===== config.mk =====
export PLATFORM = sky130hd
export DESIGN_NAME = bcd_addsub_alu
export DESIGN_NICKNAME = d
export VERILOG_FILES = /design/src/rtl/bcd_alu_pkg.sv /design/src/rtl/bcd_alu_bin.sv /design/src/rtl/bcd_alu_dadd.sv /design/src/rtl/bcd_alu_dsub.sv /design/src/rtl/bcd_addsub_alu.sv
export SDC_FILE = /design/constraint.sdc
export NUM_CORES = 1
export LEC_CHECK = 0
export ABC_CLOCK_PERIOD_IN_PS = 1800
export BUFFER_PORTS_ARGS = -buffer_cell sky130_fd_sc_hd__buf_2
export CORE_UTILIZATION = 35
export CTS_CLUSTER_DIAMETER = 80
export CTS_CLUSTER_SIZE = 14
export DETAILED_ROUTE_END_ITERATION = 7
export HOLD_SLACK_MARGIN = 0.15
export PLACE_DENSITY = 0.65
export SLEW_MARGIN = 30
export SYNTH_ARGS = -nofsm -noshare
export SYNTH_HDL_FRONTEND = slang
export SYNTH_SLANG_ARGS = --single-unit

===== constraint.sdc =====
create_clock -name clk -period 1.8 [get_ports clk]
set_clock_uncertainty 0.05 [all_clocks]
set_input_delay 0.27 -clock clk [delete_from_list [all_inputs] [get_ports clk]]
set_output_delay 0.27 -clock clk [all_outputs]
set_load 0.01 [all_outputs]

===== src/rtl/bcd_alu_pkg.sv =====
package bcd_alu_pkg;
  localparam int DIGIT_W = 4;
  localparam int DIGITS  = 2;
  localparam int DATA_W  = DIGIT_W * DIGITS;
  localparam int HIGH_W  = DATA_W - DIGIT_W;

  // decimal correction constants
  localparam logic [DIGIT_W:0]   LO_LIMIT  = 5'd10;
  localparam logic [DIGIT_W-1:0] LO_ADJ    = 4'd6;
  localparam logic [DATA_W-1:0]  LO_BORROW = 8'h10;
  localparam logic [DATA_W:0]    HI_LIMIT  = 9'h0A0;
  localparam logic [DATA_W+1:0]  HI_ADJ_W  = 10'h060;
  localparam logic [DATA_W-1:0]  HI_ADJ    = 8'h60;

  typedef enum logic [1:0] {
    OP_ADD     = 2'b00,
    OP_SUB     = 2'b01,
    OP_CMP     = 2'b10,
    OP_CMP_ALT = 2'b11
  } alu_op_e;

  typedef struct packed {
    logic ovf;
    logic carry;
    logic neg;
    logic zero;
  } alu_flags_t;
endpackage


===== src/rtl/bcd_alu_bin.sv =====
module bcd_alu_bin
  import bcd_alu_pkg::*;
(
  input  logic [DATA_W-1:0] a,
  input  logic [DATA_W-1:0] b,
  input  logic              cin,
  input  logic              sub,
  output logic [DATA_W-1:0] res,
  output logic              co,
  output logic              ovf
);
  logic [DATA_W-1:0] b_eff;
  logic [DATA_W:0]   sum;

  always_comb begin
    b_eff = sub ? ~b : b;
    sum   = {1'b0, a} + {1'b0, b_eff} + {{DATA_W{1'b0}}, cin};
    res   = sum[DATA_W-1:0];
    co    = sum[DATA_W];
    ovf   = (a[DATA_W-1] == b_eff[DATA_W-1]) && (res[DATA_W-1] != a[DATA_W-1]);
  end
endmodule


===== src/rtl/bcd_alu_dadd.sv =====
module bcd_alu_dadd
  import bcd_alu_pkg::*;
(
  input  logic [DATA_W-1:0] a,
  input  logic [DATA_W-1:0] b,
  input  logic              cin,
  output logic [DATA_W-1:0] res,
  output logic              neg,
  output logic              co,
  output logic              ovf
);
  logic [DIGIT_W:0]   lo_raw;
  logic [DIGIT_W-1:0] lo_fix;
  logic [DIGIT_W:0]   lo_adj;
  logic [DATA_W:0]    hi_sum;
  logic [DATA_W+1:0]  total;
  logic [DATA_W+1:0]  ssum;

  always_comb begin
    lo_raw = {1'b0, a[DIGIT_W-1:0]} + {1'b0, b[DIGIT_W-1:0]} + {{DIGIT_W{1'b0}}, cin};
    lo_fix = lo_raw[DIGIT_W-1:0] + LO_ADJ;
    lo_adj = (lo_raw >= LO_LIMIT) ? {1'b1, lo_fix} : lo_raw;

    hi_sum = {1'b0, a[DATA_W-1:DIGIT_W], {DIGIT_W{1'b0}}}
           + {1'b0, b[DATA_W-1:DIGIT_W], {DIGIT_W{1'b0}}}
           + {{HIGH_W{1'b0}}, lo_adj};
    neg    = hi_sum[DATA_W-1];

    total  = (hi_sum >= HI_LIMIT) ? ({1'b0, hi_sum} + HI_ADJ_W) : {1'b0, hi_sum};
    co     = |total[DATA_W+1:DATA_W];
    res    = total[DATA_W-1:0];

    // signed view of the high digits plus the adjusted low part
    ssum   = {{2{a[DATA_W-1]}}, a[DATA_W-1:DIGIT_W], {DIGIT_W{1'b0}}}
           + {{2{b[DATA_W-1]}}, b[DATA_W-1:DIGIT_W], {DIGIT_W{1'b0}}}
           + {{(HIGH_W+1){1'b0}}, lo_adj};
    ovf    = !((ssum[DATA_W+1:DATA_W-1] == 3'b000) || (ssum[DATA_W+1:DATA_W-1] == 3'b111));
  end
endmodule


===== src/rtl/bcd_alu_dsub.sv =====
module bcd_alu_dsub
  import bcd_alu_pkg::*;
(
  input  logic [DATA_W-1:0] a,
  input  logic [DATA_W-1:0] b,
  input  logic              cin,
  output logic [DATA_W-1:0] res
);
  logic [DATA_W-1:0] lo;
  logic [DATA_W-1:0] lo_m6;
  logic [DATA_W-1:0] lo_adj;
  logic [DATA_W-1:0] mid;

  always_comb begin
    lo     = {{HIGH_W{1'b0}}, a[DIGIT_W-1:0]}
           - {{HIGH_W{1'b0}}, b[DIGIT_W-1:0]}
           - {{(DATA_W-1){1'b0}}, ~cin};
    lo_m6  = lo - {{HIGH_W{1'b0}}, LO_ADJ};
    lo_adj = lo[DATA_W-1] ? ({{HIGH_W{1'b0}}, lo_m6[DIGIT_W-1:0]} - LO_BORROW) : lo;
    mid    = {a[DATA_W-1:DIGIT_W], {DIGIT_W{1'b0}}}
           - {b[DATA_W-1:DIGIT_W], {DIGIT_W{1'b0}}}
           + lo_adj;
    res    = mid[DATA_W-1] ? (mid - HI_ADJ) : mid;
  end
endmodule


===== src/rtl/bcd_addsub_alu.sv =====
module bcd_addsub_alu
  import bcd_alu_pkg::*;
(
  input  logic              clk,
  input  logic              rst_n,
  input  logic              in_valid,
  output logic              in_ready,
  input  logic [DATA_W-1:0] in_a,
  input  logic [DATA_W-1:0] in_b,
  input  logic              in_carry,
  input  logic              in_decimal,
  input  logic [1:0]        in_op,
  output logic              out_valid,
  input  logic              out_ready,
  output logic [DATA_W-1:0] out_result,
  output logic              out_zero,
  output logic              out_neg,
  output logic              out_carry,
  output logic              out_ovf
);
  alu_op_e           op;
  logic              is_add, is_cmp;
  logic              bin_cin;
  logic [DATA_W-1:0] bin_res;
  logic              bin_co, bin_ovf;
  logic [DATA_W-1:0] dadd_res;
  logic              dadd_neg, dadd_co, dadd_ovf;
  logic [DATA_W-1:0] dsub_res;
  logic [DATA_W-1:0] nxt_res;
  alu_flags_t        nxt_flags;
  alu_flags_t        flags_q;
  logic [DATA_W-1:0] res_q;
  logic              valid_q;
  logic              take;

  assign op      = alu_op_e'(in_op);
  assign is_add  = (op == OP_ADD);
  assign is_cmp  = (op == OP_CMP) || (op == OP_CMP_ALT);
  assign bin_cin = is_cmp ? 1'b1 : in_carry;

  // one shared binary adder: add, subtract, compare, and decimal flag source
  bcd_alu_bin u_bin (
    .a   (in_a),
    .b   (in_b),
    .cin (bin_cin),
    .sub (!is_add),
    .res (bin_res),
    .co  (bin_co),
    .ovf (bin_ovf)
  );

  bcd_alu_dadd u_dadd (
    .a   (in_a),
    .b   (in_b),
    .cin (in_carry),
    .res (dadd_res),
    .neg (dadd_neg),
    .co  (dadd_co),
    .ovf (dadd_ovf)
  );

  bcd_alu_dsub u_dsub (
    .a   (in_a),
    .b   (in_b),
    .cin (in_carry),
    .res (dsub_res)
  );

  always_comb begin
    nxt_res         = bin_res;
    nxt_flags.zero  = (bin_res == '0);
    nxt_flags.neg   = bin_res[DATA_W-1];
    nxt_flags.carry = bin_co;
    nxt_flags.ovf   = bin_ovf;
    if (is_cmp) begin
      nxt_res       = in_a;
      nxt_flags.ovf = 1'b0;
    end else if (in_decimal && is_add) begin
      nxt_res         = dadd_res;
      nxt_flags.neg   = dadd_neg;
      nxt_flags.carry = dadd_co;
      nxt_flags.ovf   = dadd_ovf;
    end else if (in_decimal) begin
      nxt_res = dsub_res;
    end
  end

  assign in_ready = !valid_q || out_ready;
  assign take     = in_valid && in_ready;

  always_ff @(posedge clk or negedge rst_n) begin
    if (!rst_n) begin
      valid_q <= 1'b0;
      res_q   <= '0;
      flags_q <= '0;
    end else begin
      if (take) begin
        valid_q <= 1'b1;
        res_q   <= nxt_res;
        flags_q <= nxt_flags;
      end else if (out_ready) begin
        valid_q <= 1'b0;
      end
    end
  end

  assign out_valid  = valid_q;
  assign out_result = res_q;
  assign out_zero   = flags_q.zero;
  assign out_neg    = flags_q.neg;
  assign out_carry  = flags_q.carry;
  assign out_ovf    = flags_q.ovf;
endmodule


==> flow_metrics.py <==
metrics = {
    "setup_path": {
        "cp_data_arrival_time_ns": 3.99,
        "crit_path_max_incr_delay_ns": 0.55,
        "cp_num_buf_inv": 6,
        "crit_path_end_kind": "flop",
        "worstPathRequired_ns": 1.85,
        "path_delay_family": "adder cells",
        "worstPathCellList": "buf_12 -> inv_16 -> ha_4 -> inv_2 -> fa_2 -> a21o_2 -> a21oi_4 -> a21oi_4 -> o21ai_2 -> inv_1 -> fa_1 -> inv_2 -> ha_4 -> nand3_2 -> nand2_2 -> buf_6 -> nor4_2 -> a31oi_1 -> nand2_1 -> a211oi_2 -> ha_1 -> mux2i_2 -> o41ai_2",
        "crit_type": "input pin to flop",
        "rr_startpoint": "out_valid",
        "cp_slowest_cell": "fa_1",
        "cp-startpoint": "in_a[0]",
        "start_kind": "input pin",
        "path_max_fanout": 4,
    },
    "pwr": {
        "clock_power_share_pct": 6.5,
        "leakage_nw": 2.13,
        "switching_share_pct": 42.7,
        "p_int_w": 0.00219,
        "ir_drop_mv": 0.392,
        "power_frac_seq_pct": 10.2,
        "report.power.total_w": 0.00383,
        "p_switching_w": 0.00164,
        "comb_power_share_pct": 83.3,
        "power_density_mw_per_mm2": 833,
    },
    "timing": {
        "finalMaxSlewViolations": 0,
        "min_period_over_period_pct": 219,
        "finalSetupViolCount": 11,
        "worst_pin_slew_ns": 0.516,
        "fmax_ghz": 0.254,
        "relSlewSlack_pct": 65.5,
        "rsz0062_at_grt": "yes",
        "period_minus_slack_ns": 3.94,
        "hold_viol": 0,
        "timing.final.ws_setup_ns": -2.14,
    },
    "cts": {
        "clk_path_buf_depth": 2,
        "clkTransAtPathRegs_ns": 0.05,
        "cts_buffers": 3,
        "clock_sinks": 13,
        "ctsRootBufferMaster": "clkbuf_8",
        "htreeDepth": 1,
        "cts_tree": "built",
        "insertion_delay_ns": 0.23,
    },
    "synthesis": {
        "syn_inst": 341,
        "synth_area_mm2": 0.00278,
        "ys_ff_latch": 13,
        "yosysTopAreaCellShare_pct": 16.2,
        "synth_edf_count": 0,
        "yosys-top-cells-area": "ha_1 16%, dfrtp_1 12%, fa_1 9.4%",
        "synth_fp_nets": 414,
        "ys_types": 63,
        "synth_warnings": 0,
        "avgSynthCellArea_um2": 8.16,
        "synthFlopType": "dfrtp_1",
        "synth_top_cell_by_area": "ha_1",
        "async_flop_share_pct": 100,
        "seq_area_frac_synth_pct": 11.7,
    },
    "grt": {
        "track_usage_pct": 20.2,
        "grt_max_degree": 15,
        "antenna_found_initial": 1,
        "first_global_vias": 3031,
        "grt-ovfl-total": 0,
        "grt_first_pass_wirelength_mm": 13.7,
    },
    "floorplanning": {
        "core_mm2": 0.00769,
        "start_util_pct": 36.2,
        "ios": 38,
        "num_rows": 32,
        "fp.dieW_um": 91.1,
        "die_h_um": 91.1,
        "die-area_mm2": 0.00831,
    },
    "min_path": {
        "hp-class": "input pin to flop",
        "hold_start": "in_valid",
    },
    "status": {
        "status": "finished with violations",
        "failed_checks": "setup timing",
    },
    "cells_and_area": {
        "nNetsFinal": 566,
        "nFillCells": 675,
        "multi_input_area_mm2": 0.00272,
        "drive_above_1_share_pct": 51.2,
        "area_delta_synth_final_pct": 65.3,
        "mostFrequentLayoutCells": "107 x buf_4, 32 x buf_2, 30 x inv_1",
        "seqCellArea_um2": 325,
        "layout_commonest_cell": "buf_4",
    },
    "job": {
        "cap_violations": 0,
    },
    "drt": {
        "drc_errors": 0,
        "vias": 3029,
        "final_antenna_net_count": 0,
        "first_iter_violations": 111,
        "firstDrtPassIters": 6,
        "routed_wl_mm": 8.57,
        "wl_per_cell_um": 14.4,
        "via_per_inst": 5.09,
    },
    "placement": {
        "portBuffers": 37,
        "place_congestion": 0.910,
        "preCtsSetupSlack_ns": -2.51,
        "hpwl_mm": 6.83,
    },
}
-- final cells by class --
class	instances	share of cell area, %
Multi-Input combinational cell	275	59.1
Timing Repair Buffer	157	26.0
Sequential cell	13	7.07
Inverter	43	4.03
Tap cell	102	2.78
Clock buffer	4	0.980
Antenna cell	1	0.0544
-- per-stage QoR --
stage                     cell area, um^2  setup TNS [ns]  cells  hold WS (ns)  utilization, %
after floorplan                      2990          -17.09    341       -0.0756               -
after global placement               4030          -20.63    574         0.120            52.4
after detailed placement             4030          -21.47    574         0.123            52.4
after CTS                            4300          -16.77    583         0.207            56.0
after global routing                 4600          -18.43    594         0.226            59.8
final                                4600          -16.90    595         0.212            59.8
-- path summary, 6_finish.rpt --
kind	cells past startpoint	end	slack, ns
setup / recovery	23	out_result[6]	-2.14
hold / removal	2	out_valid	0.21
setup reg to reg	6	out_result[6]	0.10
hold reg to reg	2	out_result[0]	0.42
max in group asynchronous	2	out_result[6]	1.07
min in group asynchronous	2	out_zero	0.40
-- routing by layer --
layer | up-vias | track usage [%] | part of all wire [%]
li1 | 1508 | - | -
met1 | 1440 | 25.2 | 43
met2 | 67 | 36.7 | 53
met3 | 14 | 1.68 | 3.0
met4 | 0 | 5.95 | 1.7
met5 | - | 0 | 0
-- cells in the mapped netlist (2+ instances only) --
cell       number
a2111oi_0       2
a211oi_1        2
a21o_1          2
a21oi_1        28
a22o_1          3
a31oi_1         6
a32oi_1         2
and3_1          2
buf_1           2
clkbuf_1        6
dfrtp_1        13
fa_1           13
ha_1           36
inv_1          43
mux2_2          2
mux2i_1         7
nand2_1        27
nand2b_1        6
nand3_1         6
nand3b_1        2
nor2_1         27
nor2b_1         5
nor3_1          7
nor3_4          2
nor4_1          4
o211ai_1        4
o21ai_0        13
o221ai_1        2
o31ai_1         4
or2_2           2
or4_1           2
xnor2_1        23
xor2_1          6
-- registers in the layout, summed over array words and instances, names as in the netlist --
name,flops
out_ovf,1
out_result,8
out_valid,1
out_neg,1
out_zero,1
out_carry,1
-- worst register-to-register path: cells and delay by family (launching register included) --
family          cells  cell delay (ns)
simple gates        3             0.57
compound gates      3             0.58
flops               1             0.37
-- power groups by stage --
stage	clock network, W	logic [W]	registers, W
3_3_place_gp	0	0.00250	0.000394
2_1_floorplan	0	0.00154	0.000426
4_1_cts	0.000257	0.00280	0.000392
3_5_place_dp	0	0.00258	0.000397
6_report	0.000249	0.00319	0.000391
5_1_grt	0.000270	0.00346	0.000400
-- cells by family (layout without fill, tap and decap cells) --
| family | Yosys count | count (layout) | synth area share, % |
|---|---|---|---|
| flops | 13 | 13 | 11.7 |
| buf+inv | 53 | 204 | 7.47 |
| xor+xnor | 32 | 32 | 11.1 |
| simple gates | 99 | 99 | 18.3 |
| other cells | 0 | 1 | 0 |
| compound gates | 85 | 85 | 22.0 |
| mux | 10 | 10 | 3.87 |
| fa+ha+maj | 49 | 49 | 25.6 |
-- repair_timing --
item / CTS / global route
endpoints found under the setup margin: 11 / 11
pin swaps: 30 / 39
hold buffers: 1 / 0
gates resized for setup: 43 / 46
hold endpoints to repair: 13 / 0
setup buffers: 5 / 11
No activity file was read; power rests on OpenSTA's default activity.
